`config.mk`:
```
export PLATFORM = sky130hd
export DESIGN_NAME = pp_dma_chan
export DESIGN_NICKNAME = d
export VERILOG_FILES = /design/src/rtl/pp_dma_pkg.sv /design/src/rtl/pp_dma_desc.sv /design/src/rtl/pp_dma_engine.sv /design/src/rtl/pp_dma_ctrl.sv /design/src/rtl/pp_dma_chan.sv
export SDC_FILE = /design/constraint.sdc
export NUM_CORES = 1
export LEC_CHECK = 0
export BUFFER_PORTS_ARGS = -buffer_cell sky130_fd_sc_hd__buf_2
export CAP_MARGIN = 25
export CORE_MARGIN = 1.5
export CORE_UTILIZATION = 48
export CTS_BUF_LIST = sky130_fd_sc_hd__clkbuf_4 sky130_fd_sc_hd__clkbuf_8 sky130_fd_sc_hd__clkbuf_16
export DETAILED_ROUTE_END_ITERATION = 8
export MAX_ROUTING_LAYER = met4
export PLACE_DENSITY = 0.83
export SLEW_MARGIN = 20
export SYNTH_ARGS = -nofsm -noshare
export SYNTH_HDL_FRONTEND = slang
export SYNTH_SLANG_ARGS = --single-unit
```
`constraint.sdc`:
```
create_clock -name clk -period 2 [get_ports clk]
set_input_delay 0.1 -clock clk [delete_from_list [all_inputs] [get_ports clk]]
set_output_delay 0.1 -clock clk [all_outputs]
set_load 0.03 [all_outputs]
```
`src/rtl/pp_dma_pkg.sv`:
```
// Shared field codes and bit positions for the ping-pong DMA channel.
package pp_dma_pkg;
    // Register field selected by byte offset bits [3:2] within a block
    typedef enum logic [1:0] {
        FLD_ADDR = 2'd0,
        FLD_LEN  = 2'd1,
        FLD_CMD  = 2'd2,
        FLD_RSV  = 2'd3
    } fld_e;

    // Block selected by byte offset bits [5:4]
    localparam logic [1:0] BLK_SET0 = 2'd0;
    localparam logic [1:0] BLK_SET1 = 2'd1;
    localparam logic [1:0] BLK_CTRL = 2'd2;

    localparam int CMD_START_BIT  = 0;
    localparam int CTRL_ACT_BIT   = 0;
    localparam int CTRL_DONE0_BIT = 1;
    localparam int CTRL_DONE1_BIT = 2;
    localparam int CTRL_IE_BIT    = 3;
endpackage

```
`src/rtl/pp_dma_desc.sv`:
```
// One descriptor set: address, remaining length and armed bit.
// Assumes the parent never asserts wr_en and beat_done together for the
// same set (writes to a running set are filtered upstream).
module pp_dma_desc
    import pp_dma_pkg::*;
#(
    parameter int ADDR_W = 32,
    parameter int LEN_W  = 16,
    parameter int REG_W  = 32,
    parameter int STEP   = 4
) (
    input  logic              clk,
    input  logic              rst_n,
    input  logic              wr_en,
    input  fld_e              wr_fld,
    input  logic [REG_W-1:0]  wdata,
    input  logic              beat_done,
    input  logic              clr_arm,
    output logic [ADDR_W-1:0] cur_addr,
    output logic [LEN_W-1:0]  cur_len,
    output logic              armed
);
    localparam logic [ADDR_W-1:0] STEP_V = ADDR_W'(STEP);

    // Descriptor state: software loads, beats advance, completion disarms
    always_ff @(posedge clk) begin
        if (!rst_n) begin
            cur_addr <= '0;
            cur_len  <= '0;
            armed    <= 1'b0;
        end else begin
            if (wr_en) begin
                case (wr_fld)
                    FLD_ADDR: cur_addr <= wdata[ADDR_W-1:0];
                    FLD_LEN:  cur_len  <= wdata[LEN_W-1:0];
                    FLD_CMD:  armed    <= wdata[CMD_START_BIT];
                    default:  ;
                endcase
            end
            if (beat_done) begin
                cur_addr <= cur_addr + STEP_V;
                cur_len  <= cur_len - 1'b1;
            end
            if (clr_arm) begin
                armed <= 1'b0;
            end
        end
    end
endmodule

```
`src/rtl/pp_dma_engine.sv`:
```
// Beat sequencer and active-set selector. Issues one memory beat at a time
// from the active set, completes a set when its length is zero, and hands
// control to the other set when the active one is idle and the other armed.
// Assumes mem_ack is only meaningful while a request is pending.
module pp_dma_engine (
    input  logic       clk,
    input  logic       rst_n,
    input  logic [1:0] armed,
    input  logic [1:0] len_zero,
    input  logic       per_ready,
    input  logic       mem_ack,
    output logic       act,
    output logic       pending,
    output logic       ack_fire,
    output logic [1:0] beat_done,
    output logic [1:0] complete
);
    logic busy;
    logic finish;
    logic swap;

    // Decode of the active set's condition for this cycle
    always_comb begin
        busy     = armed[act] && !len_zero[act];
        ack_fire = pending && mem_ack;
        finish   = armed[act] && len_zero[act] && !pending;
        swap     = !pending && !armed[act] && armed[~act];
        beat_done      = 2'b00;
        complete       = 2'b00;
        beat_done[act] = ack_fire;
        complete[act]  = finish;
    end

    // Outstanding-request flag and active-set pointer
    always_ff @(posedge clk) begin
        if (!rst_n) begin
            pending <= 1'b0;
            act     <= 1'b0;
        end else begin
            if (ack_fire) begin
                pending <= 1'b0;
            end else if (busy && per_ready && !pending) begin
                pending <= 1'b1;
            end
            if (swap) begin
                act <= ~act;
            end
        end
    end
endmodule

```
`src/rtl/pp_dma_ctrl.sv`:
```
// Control word: sticky per-set done flags with write-one-to-clear, the
// interrupt enable, and the level interrupt derived from them.
module pp_dma_ctrl
    import pp_dma_pkg::*;
#(
    parameter int REG_W = 32
) (
    input  logic             clk,
    input  logic             rst_n,
    input  logic             ctrl_wr,
    input  logic [REG_W-1:0] wdata,
    input  logic [1:0]       complete,
    output logic [1:0]       done,
    output logic             irq_en,
    output logic             irq
);
    logic [1:0] clr;

    // Clear mask taken from the done-bit positions of the written word
    always_comb begin
        clr = ctrl_wr ? {wdata[CTRL_DONE1_BIT], wdata[CTRL_DONE0_BIT]} : 2'b00;
        irq = irq_en && (done != 2'b00);
    end

    // Done flags (set wins over clear) and interrupt enable
    always_ff @(posedge clk) begin
        if (!rst_n) begin
            done   <= 2'b00;
            irq_en <= 1'b0;
        end else begin
            done <= (done & ~clr) | complete;
            if (ctrl_wr) begin
                irq_en <= wdata[CTRL_IE_BIT];
            end
        end
    end
endmodule

```
`src/rtl/pp_dma_chan.sv`:
```
// Ping-pong DMA channel top. Decodes the register bus, holds two
// descriptor sets, and routes data between the peripheral FIFO and memory
// in the direction fixed by DIR_TO_MEM. Assumes a word-aligned register
// bus (unaligned accesses are dropped) and a memory side that holds
// mem_ack for one cycle per beat.
module pp_dma_chan
    import pp_dma_pkg::*;
#(
    parameter int ADDR_W     = 32,
    parameter int LEN_W      = 16,
    parameter int DATA_W     = 32,
    parameter int REG_W      = 32,
    parameter bit DIR_TO_MEM = 1'b1
) (
    input  logic              clk,
    input  logic              rst_n,
    input  logic              reg_wr,
    input  logic [5:0]        reg_addr,
    input  logic [REG_W-1:0]  reg_wdata,
    output logic [REG_W-1:0]  reg_rdata,
    output logic              mem_req,
    output logic              mem_we,
    output logic [ADDR_W-1:0] mem_addr,
    output logic [DATA_W-1:0] mem_wdata,
    input  logic              mem_ack,
    input  logic [DATA_W-1:0] mem_rdata,
    input  logic              per_ready,
    input  logic [DATA_W-1:0] per_rdata,
    output logic              per_pop,
    output logic [DATA_W-1:0] per_wdata,
    output logic              per_push,
    output logic              irq
);
    localparam int STEP = DATA_W / 8;

    logic [1:0]        blk;
    fld_e              fld;
    logic              aligned;
    logic [1:0]        set_wr;
    logic              ctrl_wr;
    logic [ADDR_W-1:0] set_addr [2];
    logic [LEN_W-1:0]  set_len  [2];
    logic [1:0]        armed;
    logic [1:0]        len_zero;
    logic [1:0]        beat_done;
    logic [1:0]        complete;
    logic [1:0]        done;
    logic              irq_en;
    logic              act;
    logic              pending;
    logic              ack_fire;

    // Address decode and write qualification (running active set locked)
    always_comb begin
        blk     = reg_addr[5:4];
        fld     = fld_e'(reg_addr[3:2]);
        aligned = (reg_addr[1:0] == 2'b00);
        ctrl_wr = reg_wr && aligned && (blk == BLK_CTRL);
        for (int s = 0; s < 2; s++) begin
            set_wr[s] = reg_wr && aligned && (blk == 2'(s))
                        && !(armed[s] && (act == s[0]));
        end
    end

    for (genvar s = 0; s < 2; s++) begin : g_set
        pp_dma_desc #(
            .ADDR_W(ADDR_W),
            .LEN_W (LEN_W),
            .REG_W (REG_W),
            .STEP  (STEP)
        ) u_desc (
            .clk      (clk),
            .rst_n    (rst_n),
            .wr_en    (set_wr[s]),
            .wr_fld   (fld),
            .wdata    (reg_wdata),
            .beat_done(beat_done[s]),
            .clr_arm  (complete[s]),
            .cur_addr (set_addr[s]),
            .cur_len  (set_len[s]),
            .armed    (armed[s])
        );
        assign len_zero[s] = (set_len[s] == '0);
    end

    pp_dma_engine u_engine (
        .clk      (clk),
        .rst_n    (rst_n),
        .armed    (armed),
        .len_zero (len_zero),
        .per_ready(per_ready),
        .mem_ack  (mem_ack),
        .act      (act),
        .pending  (pending),
        .ack_fire (ack_fire),
        .beat_done(beat_done),
        .complete (complete)
    );

    pp_dma_ctrl #(
        .REG_W(REG_W)
    ) u_ctrl (
        .clk     (clk),
        .rst_n   (rst_n),
        .ctrl_wr (ctrl_wr),
        .wdata   (reg_wdata),
        .complete(complete),
        .done    (done),
        .irq_en  (irq_en),
        .irq     (irq)
    );

    // Memory-side request view of the active set
    assign mem_req   = pending;
    assign mem_addr  = set_addr[act];
    assign per_wdata = mem_rdata;

    if (DIR_TO_MEM) begin : g_to_mem
        assign mem_we    = 1'b1;
        assign mem_wdata = per_rdata;
        assign per_pop   = ack_fire;
        assign per_push  = 1'b0;
    end else begin : g_from_mem
        assign mem_we    = 1'b0;
        assign mem_wdata = '0;
        assign per_pop   = 1'b0;
        assign per_push  = ack_fire;
    end

    // Register read multiplexer
    always_comb begin
        reg_rdata = '0;
        if (aligned && (blk == BLK_SET0 || blk == BLK_SET1)) begin
            case (fld)
                FLD_ADDR: reg_rdata = REG_W'(set_addr[blk[0]]);
                FLD_LEN:  reg_rdata = REG_W'(set_len[blk[0]]);
                FLD_CMD:  reg_rdata[CMD_START_BIT] = armed[blk[0]];
                default:  reg_rdata = '0;
            endcase
        end else if (aligned && blk == BLK_CTRL && fld == FLD_ADDR) begin
            reg_rdata[CTRL_ACT_BIT]   = act;
            reg_rdata[CTRL_DONE0_BIT] = done[0];
            reg_rdata[CTRL_DONE1_BIT] = done[1];
            reg_rdata[CTRL_IE_BIT]    = irq_en;
        end
    end
endmodule

```
==> flow_summary.rst, run 1 <==
.. list-table::
   :header-rows: 1

   * - Metric
     - Value
   * - Transition time at the pin with the least slew margin
     - 549.7 ps
   * - Remaining number of nets flagged by the antenna check after routing
     - 0
   * - Layout cell share with drive strength beyond 1
     - 0.3324
   * - Category of the critical setup timing path
     - register to register
   * - Max-Cap Viols
     - 0
   * - Vias after detailed routing
     - 8803
   * - Final setup violation count
     - 1
   * - Height of the chip
     - 129.6 um
   * - Sequential share of the synthesized area
     - 0.2682
   * - Detailed Route Iter0 Violations
     - 1201
   * - Starting utilization of the core area
     - 0.4875
   * - Clock tree root driver cell
     - sky130_fd_sc_hd__clkbuf_16
   * - Number of global-route vias before repair
     - 7996
   * - Largest vdd supply drop
     - 0.4181 mV
   * - Achievable frequency
     - 0.4893 GHz
   * - CP top delay family
     - simple AND/OR/NAND/NOR gates
   * - Category of the worst setup path launch point
     - register
   * - FP Rows
     - 46
   * - Min cycle time layout
     - 2044 ps
   * - Core region area
     - 15770 sq um
   * - Post-Synthesis Cell Area
     - 7689 sq um
   * - Hold violation count in the final report
     - 0
   * - Type of the worst min-delay path
     - primary input to register
   * - Clock tree from TritonCTS
     - yes
   * - Number of enable flip-flop cells after synthesis
     - 0
   * - Worst R2R Path Depth
     - 7
   * - Clock latency at the later pin of the worst-skew pair
     - 360 ps
   * - Setup slack after layout
     - -43.53 ps
   * - Weighted congestion reported at the end of routability-driven placement
     - 0.9877
   * - Stage delay of the slowest cell on the critical path
     - 420 ps
   * - Main area contributors after synthesis
     - sky130_fd_sc_hd__dfxtp_1 (27%), sky130_fd_sc_hd__buf_4 (6.6%), sky130_fd_sc_hd__mux2i_1 (5.2%)
   * - Type of element capturing the critical path
     - register
   * - Cell variety after synth
     - 71
   * - Areal power density over the cells
     - 443.8 nW/um^2
   * - Final setup skew
     - 8.782 ps
   * - PnR Total Power
     - 4178 uW
   * - IO Pins
     - 240
   * - Number of antenna violations at the first check in global routing
     - 0
   * - Worst relative slew slack
     - 0.6335
   * - Buf/Inv on CP
     - 1
   * - Pin count of the biggest net entering global routing
     - 73
   * - Worst endpoint required time
     - 2240 ps
   * - Ratio of final minimum period to clock period
     - 1.022
   * - # clock sinks
     - 103
   * - Share of Yosys cell area claimed by the top area cell type
     - 0.2682
   * - Detailed Place HPWL
     - 20.65 mm
   * - Wire length of the first global-routing pass
     - 43.45 mm
   * - Routed Wire Length
     - 28.41 mm
   * - Overflow left after global routing
     - 0
   * - Per-cell via count in the routed design
     - 6.565
   * - Ys flop type
     - sky130_fd_sc_hd__dfxtp_1
   * - Area grow syn2layout
     - 22.42%
   * - Failing checks
     - setup timing
   * - Worst hold path depth
     - 3
   * - Worst reg-to-reg setup slack
     - -40 ps
   * - Total die area
     - 16790 sq um
   * - H-tree Lvls
     - 3
   * - Post-detailed-route wirelength per cell
     - 21.18 um
   * - Worst path cell trace
     - inv_2, ha_4, or3b_4, or4_4, or4_1, nand3_1, a21oi_2
   * - Clock slew at the register clock pins of the worst setup and hold paths
     - 70 ps
   * - Area leader, netlist
     - sky130_fd_sc_hd__dfxtp_1
   * - Fraction of synthesis flops using an asynchronous set or reset pin
     - 0
   * - Worst-case clock buffer depth
     - 2
   * - Max Transition Viols Final
     - 0
   * - CTS Hold Buffers Added
     - 0
   * - Syn Inst Count
     - 977
   * - Total DRC errors in the routed layout
     - 0
   * - P_leak
     - 0.003815 uW
   * - Worst EP arrival
     - 2280 ps
   * - Number of cells on the critical path
     - 7
   * - Number of warning messages in the yosys log
     - 0
   * - GRT Overall Usage
     - 0.3434
   * - Mean instance size in the synthesized netlist
     - 7.870 sq um
   * - Floorplan die width
     - 129.6 um
   * - Status
     - complete, but fails checks
   * - Worst-case setup slack after placement
     - -95.63 ps
   * - Pre-Repair DR Iteration Count
     - 7
   * - Register bit total from synthesis
     - 103
   * - Inserted Diodes
     - 0
   * - Crit Path Max Fanout
     - 4
   * - Port Buffers
     - 109
   * - Nets@finish
     - 1236
   * - Post-Synthesis Net Count
     - 1090
   * - Total clock buffers created by CTS
     - 9
   * - Critical-path cell with the highest stage delay
     - sky130_fd_sc_hd__or4_4
   * - Setup repair after global routing missed its margin
     - true
==> worst min-delay path, delay by kind of cell <==
kind	cells	cell delay [ps]
AOI/OAI and AO/OA	1	60
and+or+nand+nor	1	50
buffers and inverters	1	110
==> Yosys cell counts (6+ instances only) <==
| library cell | count |
|---|---|
| sky130_fd_sc_hd__mux2_2 | 35 |
| sky130_fd_sc_hd__inv_1 | 20 |
| sky130_fd_sc_hd__a21oi_1 | 71 |
| sky130_fd_sc_hd__and4_1 | 7 |
| sky130_fd_sc_hd__clkbuf_1 | 38 |
| sky130_fd_sc_hd__buf_4 | 68 |
| sky130_fd_sc_hd__ha_1 | 6 |
| sky130_fd_sc_hd__and3_1 | 17 |
| sky130_fd_sc_hd__nand2_1 | 87 |
| sky130_fd_sc_hd__and2_1 | 21 |
| sky130_fd_sc_hd__or3_1 | 14 |
| sky130_fd_sc_hd__nor2_1 | 74 |
| sky130_fd_sc_hd__nor4_1 | 11 |
| sky130_fd_sc_hd__or2_2 | 6 |
| sky130_fd_sc_hd__nand4_1 | 26 |
| sky130_fd_sc_hd__or4_1 | 10 |
| sky130_fd_sc_hd__a41oi_1 | 8 |
| sky130_fd_sc_hd__a22oi_1 | 14 |
| sky130_fd_sc_hd__o21ai_0 | 40 |
| sky130_fd_sc_hd__o31a_1 | 6 |
| sky130_fd_sc_hd__a211oi_1 | 10 |
| sky130_fd_sc_hd__buf_2 | 15 |
| sky130_fd_sc_hd__a31oi_1 | 22 |
| sky130_fd_sc_hd__dfxtp_1 | 103 |
| sky130_fd_sc_hd__a2bb2oi_1 | 9 |
| sky130_fd_sc_hd__nand3_1 | 40 |
| sky130_fd_sc_hd__o211ai_1 | 17 |
| sky130_fd_sc_hd__mux4_2 | 7 |
| sky130_fd_sc_hd__mux2i_1 | 40 |
| sky130_fd_sc_hd__nor3_1 | 34 |
| sky130_fd_sc_hd__o22ai_1 | 10 |
==> report_power, final <==
part	internal [uW]	leakage, uW	switching [uW]
clock	901	0.000134	832
sequential	2060	0.000832	9.02
combinational	134	0.00285	244
==> path summary, 6_finish.rpt <==
check                         startpoint                           end
max reg2reg   g_set[1].u_desc.cur_len[1]   g_set[1].u_desc.cur_len[14]
min reg2reg  g_set[1].u_desc.cur_addr[1]   g_set[1].u_desc.cur_addr[1]
min                        reg_wdata[20]  g_set[0].u_desc.cur_addr[20]
max           g_set[1].u_desc.cur_len[1]   g_set[1].u_desc.cur_len[14]
==> per-stage QoR <==
| stage | setup TNS [ps] | hold WS, ps | std cells | util | area (sq um) |
|---|---|---|---|---|---|
| final | -43.53 | 8.664 | 1341 | 0.5969 | 9413 |
| after global routing | -202.1 | 28.71 | 1341 | 0.5969 | 9413 |
| after CTS | -31.41 | 4.567 | 1334 | 0.5850 | 9225 |
| after detailed placement | -455.5 | 200.2 | 1320 | 0.5658 | 8922 |
| after global placement | -85.58 | 200.2 | 1320 | 0.5658 | 8922 |
| after floorplan | -29.02 | 230.4 | 977 | - | 7715 |
==> area by class of cell <==
cell class,count,area (sq um)
Timing Repair Buffer,264,1775
Multi-Input combinational cell,725,4955
Fill cell,1384,6357
Sequential cell,103,2067
Inverter,20,75.07
Tap cell,216,270.3
Clock inverter,2,17.52
Clock buffer,11,252.7
==> routing by layer <==
layer	global-route usage	up-vias	routed length, um
li1	-	3897	-
met1	0.4462	4122	10960
met2	0.5073	638	12530
met3	0.07267	146	3515
met4	0.1647	0	1401
met5	-	-	0
==> state kept, by name, indices dropped and copies added (netlist names) <==
name / count
g_set.u_desc.armed: 2
g_set.u_desc.cur_addr: 64
g_set.u_desc.cur_len: 32
u_ctrl.done: 2
u_ctrl.irq_en: 1
u_engine.act: 1
u_engine.pending: 1
==> logic make-up (layout without fill, tap and decap cells) <==
logic type | count (synthesis) | after routing | share of synthesized area
AO/OA/AOI/OAI | 252 | 252 | 0.2182
XOR/XNOR | 6 | 6 | 0.006835
adder cells (fa/ha/maj) | 6 | 6 | 0.009764
buffers and inverters | 149 | 297 | 0.1105
flip-flops | 103 | 103 | 0.2682
multiplexers | 82 | 82 | 0.1238
other | 2 | 2 | 0.0009768
AND/OR/NAND/NOR | 377 | 377 | 0.2617
==> timing repair <==
item | CTS | global route
buffers inserted | 1 | 7
pin swaps | 0 | 10
setup endpoints to repair | 9 | 31
resized for setup | 7 | 27
==> layout by cell type, fill, tap and decap left out, types with 8 or more instances in the layout <==
master	instances
sky130_fd_sc_hd__nor2_1	73
sky130_fd_sc_hd__a41oi_1	8
sky130_fd_sc_hd__a211oi_1	10
sky130_fd_sc_hd__mux2i_1	40
sky130_fd_sc_hd__a31oi_1	22
sky130_fd_sc_hd__o211ai_1	17
sky130_fd_sc_hd__or3_1	12
sky130_fd_sc_hd__nand3_1	39
sky130_fd_sc_hd__dfxtp_1	99
sky130_fd_sc_hd__a2bb2oi_1	9
sky130_fd_sc_hd__and2_1	21
sky130_fd_sc_hd__o22ai_1	10
sky130_fd_sc_hd__buf_2	109
sky130_fd_sc_hd__nor3_1	28
sky130_fd_sc_hd__or4_1	8
sky130_fd_sc_hd__a22oi_1	14
sky130_fd_sc_hd__buf_4	149
sky130_fd_sc_hd__nand2_1	87
sky130_fd_sc_hd__clkbuf_16	9
sky130_fd_sc_hd__a21oi_1	69
sky130_fd_sc_hd__o21ai_0	40
sky130_fd_sc_hd__nand4_1	26
sky130_fd_sc_hd__inv_1	17
sky130_fd_sc_hd__mux2_2	35
sky130_fd_sc_hd__and3_1	16
Note: power is estimated with default switching activity, not from simulation.
==> run 2: changes to the inputs <==
Settings changed: CORE_MARGIN 1.5 to default, CTS_CLUSTER_DIAMETER from default to 60.
Clock period 2 ns to 1.8 ns, I/O delays scaled along.
==> run 2 against run 1 <==
The run ends with hold timing, setup timing left. Global-route usage up 3.8 points. Worst hold slack worse by 12 ps. Count of clock-buffer cells in the layout down 2. Final cell count up 6.0%. Via count up 16%. Flip-flop and latch count unchanged. Combinational power up 31%. Critical path type unchanged. Largest power group unchanged.
==> flow_summary.rst, run 2 (same netlist as run 1, synthesis figures left out) <==
.. list-table::
   :header-rows: 1

   * - Metric
     - Value
   * - P_leak
     - 0.004495 uW
   * - Ratio of final minimum period to clock period
     - 1.175
   * - Core region area
     - 15430 sq um
   * - Weighted congestion reported at the end of routability-driven placement
     - 0.9933
   * - IO Pins
     - 240
   * - Layout cell share with drive strength beyond 1
     - 0.4471
   * - Total clock buffers created by CTS
     - 9
   * - Clock slew at the register clock pins of the worst setup and hold paths
     - 70 ps
   * - Worst EP arrival
     - 2390 ps
   * - Min cycle time layout
     - 2115 ps
   * - Number of antenna violations at the first check in global routing
     - 0
   * - Type of the worst min-delay path
     - primary input to register
   * - Clock latency at the later pin of the worst-skew pair
     - 380 ps
   * - Worst-case clock buffer depth
     - 2
   * - Routed Wire Length
     - 36.30 mm
   * - Max Transition Viols Final
     - 0
   * - Final setup skew
     - 11.85 ps
   * - Port Buffers
     - 109
   * - Overflow left after global routing
     - 0
   * - Finished Core Util
     - 0.7005
   * - Leading cell types in the layout, fill and taps excluded
     - sky130_fd_sc_hd__buf_4 (191), sky130_fd_sc_hd__buf_2 (99), sky130_fd_sc_hd__nand2_1 (76)
   * - Post-detailed-route wirelength per cell
     - 25.55 um
   * - Number of global-route vias before repair
     - 8749
   * - Area grow syn2layout
     - 40.55%
   * - Vias after detailed routing
     - 10199
   * - Wire length of the first global-routing pass
     - 47.20 mm
   * - Cell Count Post-Placement
     - 1368
   * - Footprint of the flip-flops and latches
     - 2111 sq um
   * - Height of the chip
     - 128.6 um
   * - Combined area of the multi-input logic cells
     - 5345 sq um
   * - Transition time at the pin with the least slew margin
     - 536.8 ps
   * - Setup slack after layout
     - -315.4 ps
   * - Count of placed standard cells in the final layout, fillers left out
     - 1421
   * - Count of filler cells inserted in the layout
     - 1082
   * - Type of element capturing the critical path
     - register
   * - Achievable frequency
     - 0.4727 GHz
   * - Number of flip-flops in the largest register
     - 64
   * - Failing checks
     - hold timing, setup timing
   * - Max-Cap Viols
     - 0
   * - Pre-Repair DR Iteration Count
     - 8
   * - Areal power density over the cells
     - 451.9 nW/um^2
   * - Worst reg-to-reg setup slack
     - -320 ps
   * - Setup repair after global routing missed its margin
     - true
   * - Finished Cell Area
     - 10810 sq um
   * - Clock tree root driver cell
     - sky130_fd_sc_hd__clkbuf_16
   * - FP Rows
     - 45
   * - Floorplan die width
     - 128.6 um
   * - Crit Path Max Fanout
     - 3
   * - Largest registers
     - g_set.u_desc.cur_addr: 64 flops, g_set.u_desc.cur_len: 32 flops
   * - H-tree Lvls
     - 3
   * - GRT Overall Usage
     - 0.3810
   * - Total die area
     - 16530 sq um
   * - Reg with most FFs
     - g_set.u_desc.cur_addr
   * - Clock tree from TritonCTS
     - yes
   * - Detailed Route Iter0 Violations
     - 2174
   * - Remaining number of nets flagged by the antenna check after routing
     - 0
   * - Category of the worst setup path launch point
     - register
   * - Worst relative slew slack
     - 0.6394
   * - Inserted Diodes
     - 0
   * - Detailed Place HPWL
     - 20.92 mm
   * - Hold WS
     - -3.307 ps
   * - Pin count of the biggest net entering global routing
     - 52
   * - Nets@finish
     - 1319
   * - Hold violation count in the final report
     - 1
   * - Status
     - complete, but fails checks
   * - Commonest non-fill, non-tap cell in the layout
     - sky130_fd_sc_hd__buf_4
   * - Category of the critical setup timing path
     - register to register
   * - Worst endpoint required time
     - 2070 ps
   * - Final setup violation count
     - 93
   * - Post-placement cell area
     - 9423 sq um
   * - Per-cell via count in the routed design
     - 7.177
   * - # clock sinks
     - 103
   * - Total DRC errors in the routed layout
     - 0
   * - Starting utilization of the core area
     - 0.4984
   * - Largest vdd supply drop
     - 0.5034 mV
-- run 2: cell types whose count changed in the layout (fill, tap and decap cells not counted), moves of 5 or more --
cell | previous run | this run
sky130_fd_sc_hd__buf_12 | 5 | 10
sky130_fd_sc_hd__buf_2 | 109 | 99
sky130_fd_sc_hd__buf_4 | 149 | 191
sky130_fd_sc_hd__buf_6 | 1 | 35
sky130_fd_sc_hd__dfxtp_1 | 99 | 72
sky130_fd_sc_hd__dfxtp_2 | 4 | 27
sky130_fd_sc_hd__dlygate4sd3_1 | 0 | 5
sky130_fd_sc_hd__mux2_2 | 35 | 28
sky130_fd_sc_hd__mux2_4 | 0 | 7
sky130_fd_sc_hd__nand2_1 | 87 | 76
sky130_fd_sc_hd__nand2_2 | 0 | 8
sky130_fd_sc_hd__nand3_1 | 39 | 33
-- run 2: final cells by class --
cell class,instances,share of cell area
clock buffer,9,0.02084
timing repair buffer,347,0.2509
inverter,20,0.007410
tap,211,0.02443
multi-input combinational,725,0.4946
sequential,103,0.1953
clock inverter,6,0.006484
-- run 2: metal layers --
layer  up-vias  track usage  part of all wire
li1       4050            -                 -
met2      1120       0.5539              0.41
met5         -            -                 0
met4         0       0.2478             0.095
met3       415      0.08108              0.15
met1      4614       0.4762              0.34
-- run 2: path summary, 6_finish.rpt --
| check | start | to | cells past startpoint |
|---|---|---|---|
| max | u_engine.act | g_set[0].u_desc.cur_addr[15] | 5 |
| min | reg_wdata[24] | g_set[1].u_desc.cur_addr[24] | 3 |
| min reg2reg | g_set[1].u_desc.cur_addr[1] | g_set[1].u_desc.cur_addr[1] | 2 |
| max reg2reg | u_engine.act | g_set[0].u_desc.cur_addr[15] | 5 |
-- run 2: where the power goes --
part	total [uW]	internal [uW]	switching (uW)	leakage, uW
Sequential	2290	2280	9.73	0.000847
Combinational	494	185	309	0.00351
Clock	2100	1080	1020	0.000139
-- run 2: stage by stage --
stage | setup slack (ps) | hold slack [ps] | total power [uW] | setup TNS [ps]
floorplan | -228.8 | 220.4 | 2813 | -706.7
global placement | -277.5 | 180.2 | 2759 | -11610
detailed placement | -316.4 | 180.2 | 2765 | -15400
CTS | -222.3 | 0.5081 | 4780 | -1097
global route | -311.4 | 0.5842 | 4956 | -10680
finish | -315.4 | -3.307 | 4884 | -6718
-- run 2: timing repair --
item,4_1_cts,5_1_grt
gates cloned,2,3
gates resized for setup,58,148
hold buffers,5,0
setup endpoints to repair,76,87
setup buffers,12,21
pin swaps,33,48
endpoints found under the hold margin,5,0
-- run 2: worst max-delay path, stage by stage (launching register included) --
cell                       delay [ps]
sky130_fd_sc_hd__dfxtp_4          360
sky130_fd_sc_hd__nand3b_1         270
sky130_fd_sc_hd__or3_4            420
sky130_fd_sc_hd__or3_4            410
sky130_fd_sc_hd__or3_4            350
sky130_fd_sc_hd__a31oi_2          210
==> run 3: changes to the inputs <==
Settings changed: CORE_UTILIZATION 48 to 29, PLACE_DENSITY 0.83 to 0.56.
==> run 3 against run 2 <==
The flow finishes with violations (setup timing). Highest routed layer unchanged. Worst hold slack improved by 19 ps. Global-route usage fell by 13 points. Die area rose by 64%. Sequential power barely moved. Critical path type unchanged.
==> flow_summary.rst, run 3 (same netlist as run 1, synthesis figures left out) <==
.. list-table::
   :header-rows: 1

   * - Metric
     - Value
   * - Setup slack after layout
     - -205.1 ps
   * - Topmost layer with routed signal wires
     - met4
   * - # clock sinks
     - 103
   * - Remaining number of nets flagged by the antenna check after routing
     - 0
   * - Number of antenna violations at the first check in global routing
     - 0
   * - Pin count of the biggest net entering global routing
     - 43
   * - Ratio of final minimum period to clock period
     - 1.114
   * - Post-detailed-route wirelength per cell
     - 22.22 um
   * - GRT Overall Usage
     - 0.2474
   * - Number of global-route vias before repair
     - 8271
   * - Total negative setup slack
     - -3124 ps
   * - Total die area
     - 27170 sq um
   * - Clock latency at the later pin of the worst-skew pair
     - 360 ps
   * - Clock slew at the register clock pins of the worst setup and hold paths
     - 70 ps
   * - Per-cell via count in the routed design
     - 5.834
   * - Category of the worst setup path launch point
     - register
   * - Setup repair after global routing missed its margin
     - true
   * - Height of the chip
     - 164.8 um
   * - Nets@finish
     - 1343
   * - Length of routed wiring on met1
     - 14.70 mm
   * - Category of the critical setup timing path
     - register to register
   * - Max-Cap Viols
     - 0
   * - H-tree Lvls
     - 3
   * - Type of element capturing the critical path
     - register
   * - Area grow syn2layout
     - 51.39%
   * - Leading cell types in the layout, fill and taps excluded
     - sky130_fd_sc_hd__buf_4 (204), sky130_fd_sc_hd__buf_2 (90), sky130_fd_sc_hd__dfxtp_1 (82)
   * - Vias after detailed routing
     - 9147
   * - Met3 layer wire length in the routed design
     - 2.794 mm
   * - FP Rows
     - 59
   * - Worst relative slew slack
     - 0.5248
   * - Port Buffers
     - 109
   * - Transition time at the pin with the least slew margin
     - 707.3 ps
   * - CTS Hold Buffers Added
     - 0
   * - IO Pins
     - 240
   * - Worst endpoint required time
     - 2050 ps
   * - Floorplan die width
     - 164.8 um
   * - Largest vdd supply drop
     - 0.4294 mV
   * - Total DRC errors in the routed layout
     - 0
   * - Detailed Place HPWL
     - 24.33 mm
   * - Final setup violation count
     - 65
   * - Count of placed standard cells in the final layout, fillers left out
     - 1568
   * - Clock tree root driver cell
     - sky130_fd_sc_hd__clkbuf_16
   * - Achievable frequency
     - 0.4987 GHz
   * - Wire length of the first global-routing pass
     - 48.87 mm
   * - Final setup skew
     - 9.998 ps
   * - Starting utilization of the core area
     - 0.2950
   * - Clock tree from TritonCTS
     - yes
   * - Hold violation count in the final report
     - 0
   * - Failing checks
     - setup timing
   * - Cell Count Post-Placement
     - 1496
   * - Type of the worst min-delay path
     - primary input to register
   * - Worst EP arrival
     - 2250 ps
   * - Weighted congestion reported at the end of routability-driven placement
     - 0.9471
   * - Pre-Repair DR Iteration Count
     - 5
   * - Met2 wire length
     - 15.96 mm
   * - Status
     - complete, but fails checks
   * - Total clock buffers created by CTS
     - 9
   * - P_leak
     - 0.004768 uW
   * - Inserted Diodes
     - 0
   * - Number of flip-flops in the largest register
     - 64
   * - Detailed Route Iter0 Violations
     - 875
   * - Core region area
     - 26060 sq um
   * - Areal power density over the cells
     - 421.4 nW/um^2
   * - Worst R2R Path Depth
     - 7
   * - Crit Path Max Fanout
     - 3
   * - Max Transition Viols Final
     - 0
   * - Overflow left after global routing
     - 0
   * - Worst hold path depth
     - 3
   * - Routed Wire Length
     - 34.84 mm
   * - Count of filler cells inserted in the layout
     - 2560
   * - Worst-case clock buffer depth
     - 2
   * - Largest registers
     - g_set.u_desc.cur_addr: 64 flops, g_set.u_desc.cur_len: 32 flops
   * - Finished Core Util
     - 0.4467
   * - Min cycle time layout
     - 2005 ps
   * - Reg with most FFs
     - g_set.u_desc.cur_addr
   * - Commonest non-fill, non-tap cell in the layout
     - sky130_fd_sc_hd__buf_4
   * - Layout cell share with drive strength beyond 1
     - 0.4785
-- run 3: cell types whose count changed in the layout (fill, tap and decap cells not counted), sizes merged --
cell | before | now
clkinvlp | 2 | 1
clkbuf | 11 | 18
inv | 21 | 20
buf | 340 | 364
dlygate4sd3 | 5 | 0
clkinv | 2 | 1
-- run 3: metrics by stage --
step	hold slack (ps)	instance area, sq um	setup slack [ps]	total power, uW
floorplan	220.4	7841	-228.8	2813
finish	16.01	11640	-205.1	4905
detailed placement	180.2	9633	-299.1	2805
global route	12.44	11640	-280.8	5029
CTS	12.14	10460	-185.4	4870
global placement	180.2	9633	-265.9	2806
-- run 3: worst paths after layout --
check	startpoint	end	slack, ps
max	g_set[1].u_desc.cur_len[1]	g_set[1].u_desc.cur_len[14]	-210
min	reg_wdata[31]	g_set[0].u_desc.cur_addr[31]	20
min reg2reg	g_set[1].u_desc.cur_addr[1]	g_set[1].u_desc.cur_addr[1]	480
max reg2reg	g_set[1].u_desc.cur_len[1]	g_set[1].u_desc.cur_len[14]	-210
-- run 3: report_power, final --
group	leakage, uW	internal (uW)	switching, uW
logic	0.00378	193	335
registers	0.000841	2280	7.96
clock network	0.000145	1120	961
-- run 3: cell type report --
type,instances,area [sq um],share of cell area
clock inverters,3,43.79,0.003762
inverters,20,78.83,0.006772
multi-input cells,725,5624,0.4832
flip-flops and latches,103,2093,0.1798
clock buffers,11,246.5,0.02118
well taps,335,419.2,0.03601
repair buffers,371,3134,0.2693
-- run 3: critical path, stage by stage (launching register included) --
cell,delay [ps]
sky130_fd_sc_hd__dfxtp_2,330
sky130_fd_sc_hd__inv_2,70
sky130_fd_sc_hd__ha_4,130
sky130_fd_sc_hd__or3b_4,380
sky130_fd_sc_hd__or4_4,430
sky130_fd_sc_hd__or4_1,410
sky130_fd_sc_hd__nand3_1,100
sky130_fd_sc_hd__a21oi_2,50
-- run 3: repair_timing --
item	CTS	global route
gates resized for setup	93	188
setup buffers	19	32
pin swaps	48	73
cloned	3	9
setup endpoints to repair	84	115
-- run 3: layer usage --
metal | track usage | up-vias
met5 | - | -
met4 | 0.09967 | 0
met3 | 0.02863 | 94
met2 | 0.3990 | 512
met1 | 0.3136 | 4430
li1 | - | 4111
